**src/rtl/usb_irq_pkg.sv**
```systemverilog
package usb_irq_pkg;

    localparam int DW = 8;
    localparam int AW = 5;

    localparam logic [AW-1:0] ENA_INDEX = 5'h04;
    localparam logic [AW-1:0] FLG_INDEX = 5'h05;

    // bit positions the bus-reset logic depends on
    localparam int BRST_POS   = 3;
    localparam int BRSTDN_POS = 7;

    localparam logic [DW-1:0] FORCE_MASK = DW'(1) << BRST_POS;
    localparam logic [DW-1:0] HOLD_MASK  = DW'(1) << BRSTDN_POS;

    typedef struct packed {
        logic [DW-1:0] en;
        logic [DW-1:0] flg;
        logic          req;
    } irq_state_t;

endpackage

```
**src/rtl/usb_irq_decode.sv**
```systemverilog
module usb_irq_decode #(
    parameter int              AW      = usb_irq_pkg::AW,
    parameter logic [AW-1:0]   ENA_IDX = usb_irq_pkg::ENA_INDEX,
    parameter logic [AW-1:0]   FLG_IDX = usb_irq_pkg::FLG_INDEX
) (
    input  logic [AW-1:0] addr,
    input  logic          wr,
    input  logic          rd,
    input  logic          ctrl_en,
    output logic          en_wr,
    output logic          flg_wr,
    output logic          en_rd,
    output logic          flg_rd
);
    logic hit_en;
    logic hit_flg;

    assign hit_en  = (addr == ENA_IDX);
    assign hit_flg = (addr == FLG_IDX);

    assign en_wr  = ctrl_en & wr & hit_en;
    assign flg_wr = ctrl_en & wr & hit_flg;
    assign en_rd  = ctrl_en & rd & hit_en;
    assign flg_rd = ctrl_en & rd & hit_flg;
endmodule

```
**src/rtl/usb_irq_en_next.sv**
```systemverilog
module usb_irq_en_next #(
    parameter int            DW    = usb_irq_pkg::DW,
    parameter logic [DW-1:0] HOLD  = usb_irq_pkg::HOLD_MASK,
    parameter logic [DW-1:0] FORCE = usb_irq_pkg::FORCE_MASK
) (
    input  logic [DW-1:0] cur,
    input  logic          wr,
    input  logic [DW-1:0] wdata,
    input  logic          brst,
    output logic [DW-1:0] nx
);
    always_comb begin
        nx = wr ? wdata : cur;
        // the bus reset overrides a write on every bit except the held ones
        if (brst) begin
            nx = (nx & HOLD) | FORCE;
        end
    end
endmodule

```
**src/rtl/usb_irq_flg_next.sv**
```systemverilog
module usb_irq_flg_next #(
    parameter int DW = usb_irq_pkg::DW
) (
    input  logic [DW-1:0] cur,
    input  logic          wr,
    input  logic [DW-1:0] wdata,
    input  logic [DW-1:0] evt,
    output logic [DW-1:0] nx
);
    for (genvar i = 0; i < DW; i++) begin : g_bit
        logic clr;
        assign clr   = wr & ~wdata[i];
        assign nx[i] = evt[i] | (cur[i] & ~clr);   // event beats clear
    end
endmodule

```
**src/rtl/usb_irq_pair.sv**
```systemverilog
module usb_irq_pair
    import usb_irq_pkg::*;
(
    input  logic          clk,
    input  logic          rst_n,
    input  logic          ctrl_en,
    input  logic [AW-1:0] reg_addr,
    input  logic          reg_wr,
    input  logic          reg_rd,
    input  logic [DW-1:0] reg_wdata,
    output logic [DW-1:0] reg_rdata,
    input  logic [DW-1:0] evt_i,
    output logic          irq_o
);
    irq_state_t state_d;
    irq_state_t state_q;

    logic          en_wr;
    logic          flg_wr;
    logic          en_rd;
    logic          flg_rd;
    logic [DW-1:0] en_nx;
    logic [DW-1:0] flg_nx;

    usb_irq_decode #(
        .AW      (AW),
        .ENA_IDX (ENA_INDEX),
        .FLG_IDX (FLG_INDEX)
    ) u_decode (
        .addr    (reg_addr),
        .wr      (reg_wr),
        .rd      (reg_rd),
        .ctrl_en (ctrl_en),
        .en_wr   (en_wr),
        .flg_wr  (flg_wr),
        .en_rd   (en_rd),
        .flg_rd  (flg_rd)
    );

    usb_irq_en_next #(
        .DW    (DW),
        .HOLD  (HOLD_MASK),
        .FORCE (FORCE_MASK)
    ) u_en_next (
        .cur   (state_q.en),
        .wr    (en_wr),
        .wdata (reg_wdata),
        .brst  (evt_i[BRST_POS]),
        .nx    (en_nx)
    );

    usb_irq_flg_next #(
        .DW (DW)
    ) u_flg_next (
        .cur   (state_q.flg),
        .wr    (flg_wr),
        .wdata (reg_wdata),
        .evt   (evt_i),
        .nx    (flg_nx)
    );

    always_comb begin
        state_d     = state_q;
        state_d.en  = en_nx;
        state_d.flg = flg_nx;
        state_d.req = ctrl_en & (|(state_q.en & state_q.flg));
    end

    always_ff @(posedge clk or negedge rst_n) begin
        if (!rst_n) begin
            state_q <= '0;
        end else begin
            state_q <= state_d;
        end
    end

    always_comb begin
        reg_rdata = '0;
        if (en_rd) begin
            reg_rdata = state_q.en;
        end else if (flg_rd) begin
            reg_rdata = state_q.flg;
        end
    end

    assign irq_o = state_q.req;
endmodule

```
**config.mk**
```make
export PLATFORM = sky130hd
export DESIGN_NAME = usb_irq_pair
export DESIGN_NICKNAME = d
export VERILOG_FILES = /design/src/rtl/usb_irq_pkg.sv /design/src/rtl/usb_irq_decode.sv /design/src/rtl/usb_irq_en_next.sv /design/src/rtl/usb_irq_flg_next.sv /design/src/rtl/usb_irq_pair.sv
export SDC_FILE = /design/constraint.sdc
export NUM_CORES = 1
export LEC_CHECK = 0
export ABC_AREA = 1
export CELL_PAD_IN_SITES_DETAIL_PLACEMENT = 0
export CELL_PAD_IN_SITES_GLOBAL_PLACEMENT = 1
export CORE_ASPECT_RATIO = 1.5
export CORE_MARGIN = 10
export CORE_UTILIZATION = 43
export DETAILED_ROUTE_END_ITERATION = 10
export DONT_BUFFER_PORTS = 1
export HOLD_SLACK_MARGIN = 0.06
export PLACE_DENSITY = 0.76
export SLEW_MARGIN = 20
export SYNTH_ARGS = -nofsm -noshare
export SYNTH_HDL_FRONTEND = slang
export SYNTH_HIERARCHICAL = 1
export SYNTH_SLANG_ARGS = --single-unit
```
**constraint.sdc**
```tcl
create_clock -name clk -period 1.43 [get_ports clk]
set_clock_uncertainty 0.15 [all_clocks]
set_input_delay 0 -clock clk [delete_from_list [all_inputs] [get_ports clk]]
set_output_delay 0 -clock clk [all_outputs]
set_load 0.005 [all_outputs]
```
==> results.sh, run 1 <==
export IMPL_status="finished, final reports clean"
export IMPL_fin_util=0.5657
export IMPL_final_hold_viol_count=0
export IMPL_ctsHoldBuffers=21
export IMPL_start_util=0.4423
export IMPL_antenna_found_initial=0
export IMPL_yosys_area_share_simple=0.4150
export IMPL_postLayoutCellArea_um2=1234
export IMPL_ant_nets=0
export IMPL_synth_area_mux_share=0
export IMPL_cellLeakagePower_nw=0.6908
export IMPL_viasPerCell=4.650
export IMPL_synthTopCellsByArea="dfrtp_1, nand2_1, inv_1, nor2_1, nand3_1"
export IMPL_grt_pass1_vias=968
export IMPL_wl_mm=2.508
export IMPL_critPathMaxFanout=9
export IMPL_port_buffers=0
export IMPL_diodes=0
export IMPL_synth_edff_count=0
export IMPL_synth_seq_area_share=0.4410
export IMPL_vias=930
export IMPL_crit_arrival_ns=1.18
export IMPL_hold_path_class="in -> reg"
export IMPL_die_w_um=58.68
export IMPL_place_congestion=0.7773
export IMPL_fin_nets=204
export IMPL_dp_hpwl_mm=1.832
export IMPL_routedWlPerCell_um=12.54
export IMPL_cts_max_level=1
export IMPL_drcViolationCount=0
export IMPL_synth_xor_area_frac=0
export IMPL_cts_sinks=17
export IMPL_drt_first_iter_violations=18
export IMPL_firstDrtPassIters=4
export IMPL_finalCritPeriodShare=0.9278
export IMPL_ys_flop_type="dfrtp_1"
export IMPL_cts_setup_buffers=0
export IMPL_synthAdderAreaFrac=0
export IMPL_synth_cells=152
export IMPL_cp_start_kind="input port"
export IMPL_fin_tns_setup_ns=0
export IMPL_finalSetupViolCount=0
export IMPL_grt_overflow=0
export IMPL_endpoint_kind="output pin"
export IMPL_synth_nets=178
export IMPL_cts_buffers=3
export IMPL_synthTopCellsByCount="nand2_1, inv_1, nor2_1"
export IMPL_pin_count=35
export IMPL_max_freq_mhz=753.7
export IMPL_clk_latency_ns=0.29
export IMPL_r2r_setup_slack_ns=0.46
export IMPL_worst_pin_slew_ns=0.7928
export IMPL_cts_tree="built"
export IMPL_async_reset_ff_frac=1.000
export IMPL_clock_path_buffers=2
export IMPL_synth_largest_area_cell="dfrtp_1"
export IMPL_worstSetupPathType="in -> out"
export IMPL_max_cap_violations=0
export IMPL_core_area_um2=2181
export IMPL_rsz0062_at_grt="false"
export IMPL_grt_pass1_wl_mm=4.319
export IMPL_slew_headroom=0.4697
export IMPL_synth_top_family_by_area="simple AND/OR/NAND/NOR gates"
export IMPL_yosysTopAreaCellShare=0.4410
export IMPL_ir_worst_vdd_uv=361.8
export IMPL_cts_reportedPaths_clkPinSlew_ns=0.11
export IMPL_root_buffer="clkbuf_4"
export IMPL_drive_gt1_frac=0.06215
export IMPL_synth_cell_types=9
export IMPL_totalPowerFinal_mw=0.8573
export IMPL_area_delta_synth_final_pct=27.89
export IMPL_timing_hold_ws_ns=0.02472
export IMPL_grt_usage=0.1162
export IMPL_grt_max_degree=18
export IMPL_period_needed_ns=1.327
export IMPL_synth_area_um2=964.7
export IMPL_synth_most_common_cell="nand2_1"
export IMPL_die_area_um2=4577
export IMPL_placed_area_um2=998.5
export IMPL_power_density_nw_per_um2=694.9
export IMPL_synth_compound_area_frac=0.005188
export IMPL_synth_avg_cell_area_um2=6.347
export IMPL_crit_required_ns=1.28
export IMPL_die_y_um=78.01
export IMPL_synth_seq_cells=17
export IMPL_yosys_warnings=6
export IMPL_fillers=224
export IMPL_drv_slew=0
export IMPL_rows=21
[what timing repair did]
action	4_1_cts	5_1_grt
resized for setup	0	3
hold endpoints to repair	34	2
endpoints found under the setup margin	0	8
[critical path: stages]
cell and delay [ns]:
dlygate4sd3_1 0.55, nand3_1 0.10, nor2_1 0.13, buf_6 0.17, inv_4 0.07, nand3_1 0.08, nand2_2 0.06
[registers in the layout, summed over array words and instances, names as in the netlist]
signal and count:
irq_o 1, state_q 16
[cell usage in the layout, fill, tap and decap left out]
master         Yosys  final
a21oi_1            1      1
buf_4              0      4
buf_6              2      1
clkbuf_1           0      1
clkbuf_4           0      3
dfrtp_1           17     17
dlygate4sd3_1      0     20
inv_1             25     25
inv_2              2      1
inv_4              0      1
nand2_1           71     70
nand2_2            0      1
nand3_1           11     11
nor2_1            21     21
[where the power goes]
part           internal [mW]  switching [mW]  leakage (nW)
Sequential             0.488         0.00531         0.188
Combinational         0.0542          0.0495         0.488
Clock                  0.108           0.152        0.0150
[cells by family after synthesis]
kind of cell	count (synthesis)
DFF	17
AOI/OAI and AO/OA	1
and+or+nand+nor	103
buffers and inverters	31
[metal layers]
layer / up-vias / global-route usage / wire (µm)
li1: 487 / - / -
met5: - / 0 / 0
met3: 2 / 0.03382 / 202
met1: 411 / 0.1356 / 1011
met2: 30 / 0.1908 / 1279
met4: 0 / 0.04839 / 15
[path summary, 6_finish.rpt]
kind | from | to | depth (start not counted)
min in group asynchronous | rst_n | state_q[5] | 1
worst max-delay path | reg_addr[2] | reg_rdata[0] | 7
worst min-delay path | reg_addr[4] | state_q[5] | 7
worst max register to register | state_q[7] | irq_o | 4
worst min register to register | state_q[8] | state_q[8] | 2
max in group asynchronous | rst_n | state_q[2] | 1
[area by class of cell]
class,count,area (µm²),share of cell area
tap,23,28.78,0.02333
timing repair buffer,25,241.5,0.1957
sequential,17,425.4,0.3448
inverter,27,103.9,0.08418
multi-input combinational,104,407.9,0.3306
clock buffer,4,26.28,0.02130
[per-stage QoR]
stage	setup WS, ns	instances
2_1_floorplan	0.3819	152
3_3_place_gp	0.4665	176
3_5_place_dp	0.4486	176
4_1_cts	0.04229	201
5_1_grt	0.01810	200
6_report	0.1033	200
Note: power is estimated with default switching activity, not from simulation.
==> inputs of run 2 (changes only) <==
--- a/config.mk
+++ b/config.mk
@@ -6,7 +6,7 @@
 export NUM_CORES = 1
 export LEC_CHECK = 0
 export ABC_AREA = 1
-export CELL_PAD_IN_SITES_DETAIL_PLACEMENT = 0
+export CELL_PAD_IN_SITES_DETAIL_PLACEMENT = 1
 export CELL_PAD_IN_SITES_GLOBAL_PLACEMENT = 1
 export CORE_ASPECT_RATIO = 1.5
 export CORE_MARGIN = 10
==> run 2 against run 1 <==
  * First-iteration DRC count is 11% higher
  * Register-to-register slack worse by 0.42 ns
  * Critical endpoint is now state_q[11]
  * Via count rose by 15%
  * Global-route usage is 3.7 points higher
  * Routed wire length up 38%
  * Final cell count is 7.5% higher
  * Largest power group unchanged
  * Non-clock buffer count is 15 higher
  * Power increased by 0.25%
  * Sequential share of layout area is 3.5 points lower
  * Clock power about the same
  * Worst hold slack better by 0.061 ns
  * Die area did not move
==> results.sh, run 2 (synthesized netlist as in run 1, its figures left out) <==
export IMPL_core_area_um2=2181
export IMPL_period_needed_ns=1.387
export IMPL_die_y_um=78.01
export IMPL_layout_common_cells="nand2_1, dlygate4sd3_1, inv_1, nor2_1, dfrtp_1"
export IMPL_area_delta_synth_final_pct=42.54
export IMPL_grt_overflow=0
export IMPL_cts_sinks=17
export IMPL_clock_path_buffers=2
export IMPL_cp_slowest_stage_delay_ns=0.55
export IMPL_drt_met1_wl_mm=1.414
export IMPL_critical_path_cell_chain="nor2_1 > nor2_1 > dlygate4sd3_1"
export IMPL_rsz0062_at_grt="false"
export IMPL_antenna_found_initial=0
export IMPL_grt_max_degree=18
export IMPL_topRoutingLayerUsed="met4"
export IMPL_fin_tns_setup_ns=0
export IMPL_crit_required_ns=1.46
export IMPL_cts_buffers=3
export IMPL_crit_family="buffers and inverters"
export IMPL_drcViolationCount=0
export IMPL_worstSetupPathType="reg -> reg"
export IMPL_hold_path_class="in -> async"
export IMPL_cts_reportedPaths_clkPinSlew_ns=0.10
export IMPL_clockPowerShare=0.301
export IMPL_crit_arrival_ns=1.42
export IMPL_viasPerCell=4.972
export IMPL_grt_pass1_wl_mm=5.644
export IMPL_clk_latency_ns=0.29
export IMPL_grt_pass1_vias=1192
export IMPL_worst_pin_slew_ns=0.8017
export IMPL_p_int_mw=0.6500
export IMPL_reg2reg_depth=3
export IMPL_critPathMaxFanout=3
export IMPL_cellLeakagePower_nw=0.7554
export IMPL_cts_max_level=1
export IMPL_ir_worst_vdd_uv=413.3
export IMPL_routedWlPerCell_um=16.05
export IMPL_cts_tree="built"
export IMPL_register_area_um2=425.4
export IMPL_path_buf_inv=1
export IMPL_start_util=0.4423
export IMPL_die_area_um2=4577
export IMPL_path_depth=3
export IMPL_stdcell_count=215
export IMPL_rows=21
export IMPL_port_buffers=0
export IMPL_fillers=291
export IMPL_wl_mm=3.451
export IMPL_ant_nets=0
export IMPL_drt_first_iter_violations=20
export IMPL_pin_count=35
export IMPL_finalSetupViolCount=0
export IMPL_vias=1069
export IMPL_status="finished, final reports clean"
export IMPL_finalCritPeriodShare=0.9702
export IMPL_cp_slowest_cell="dlygate4sd3_1"
export IMPL_endpoint_kind="register"
export IMPL_drive_gt1_frac=0.06250
export IMPL_drv_slew=0
export IMPL_diodes=0
export IMPL_multi_input_area_um2=405.4
export IMPL_switchingPower_mw=0.2094
export IMPL_place_inst=176
export IMPL_largest_register="state_q"
export IMPL_cp_start_kind="register"
export IMPL_p_sw_frac=0.2436
export IMPL_max_cap_violations=0
export IMPL_slew_headroom=0.4638
export IMPL_path_common_cell="nor2_1"
export IMPL_power_share_sequential=0.575
export IMPL_firstDrtPassIters=4
export IMPL_power_density_nw_per_um2=625.0
export IMPL_fin_nets=219
export IMPL_largest_register_ffs=16
export IMPL_die_w_um=58.68
export IMPL_final_hold_viol_count=0
export IMPL_met3_length_um=195
export IMPL_dr_wl_met2_mm=1.825
export IMPL_place_congestion=0.7773
export IMPL_grt_usage=0.1534
export IMPL_dp_hpwl_mm=2.101
export IMPL_mostFrequentLayoutCell="nand2_1"
export IMPL_root_buffer="clkbuf_4"
export IMPL_max_freq_mhz=720.8
export IMPL_combinationalPowerShare=0.124
## run 2: repair_timing
action | in CTS | in global routing
endpoints found under the setup margin | 0 | 7
hold endpoints to repair | 34 | 0
resized for setup | 0 | 2
hold buffers | 34 | 0
buffers inserted | 0 | 1
## run 2: worst paths after layout
check,slack [ns],endpoint,start
setup / recovery,0.04,state_q[11],state_q[11]
hold / removal,0.09,state_q[13],rst_n
setup reg to reg,0.04,state_q[11],state_q[11]
hold reg to reg,0.40,state_q[16],state_q[16]
max in group asynchronous,0.55,state_q[2],rst_n
min in group clk,0.12,state_q[15],reg_wr
## run 2: power by group through the flow
stage	Sequential, mW	Clock, mW	Combinational [mW]
6_report	0.494	0.259	0.107
2_1_floorplan	0.502	0	0.0394
3_3_place_gp	0.503	0	0.0473
3_5_place_dp	0.503	0	0.0503
5_1_grt	0.495	0.295	0.119
4_1_cts	0.494	0.274	0.104
## run 2: metrics by stage
| step | worst slack [ns] | hold slack [ns] | power [mW] | area, µm² | utilization |
|---|---|---|---|---|---|
| finish | 0.04259 | 0.08545 | 0.8594 | 1375 | 0.6305 |
| detailed placement | 0.4084 | -0.4449 | 0.5535 | 998.5 | 0.4578 |
| CTS | 0.02641 | 0.09338 | 0.8718 | 1365 | 0.6259 |
| floorplan | 0.3819 | -0.4456 | 0.5411 | 964.7 | - |
| global route | 0.008867 | 0.1176 | 0.9098 | 1375 | 0.6305 |
| global placement | 0.4665 | -0.4450 | 0.5506 | 998.5 | 0.4578 |
## run 2: metal layers
metal,vias to the layer above,GRT usage
met5,-,0
met3,2,0.03382
met1,524,0.1625
met4,0,0.05300
li1,520,-
met2,23,0.2825
## run 2: layout make-up
type	count	share of cell area
inverter	27	0.07370
sequential	17	0.3094
tap	23	0.02093
timing repair buffer	40	0.2821
clock buffer	4	0.01911
multi-input combinational	104	0.2948
## run 2: worst register-to-register path, delay by kind of cell, from the launching register on
family	cells	cell delay [ns]
buffers and inverters	1	0.55
DFF	1	0.41
and+or+nand+nor	2	0.17
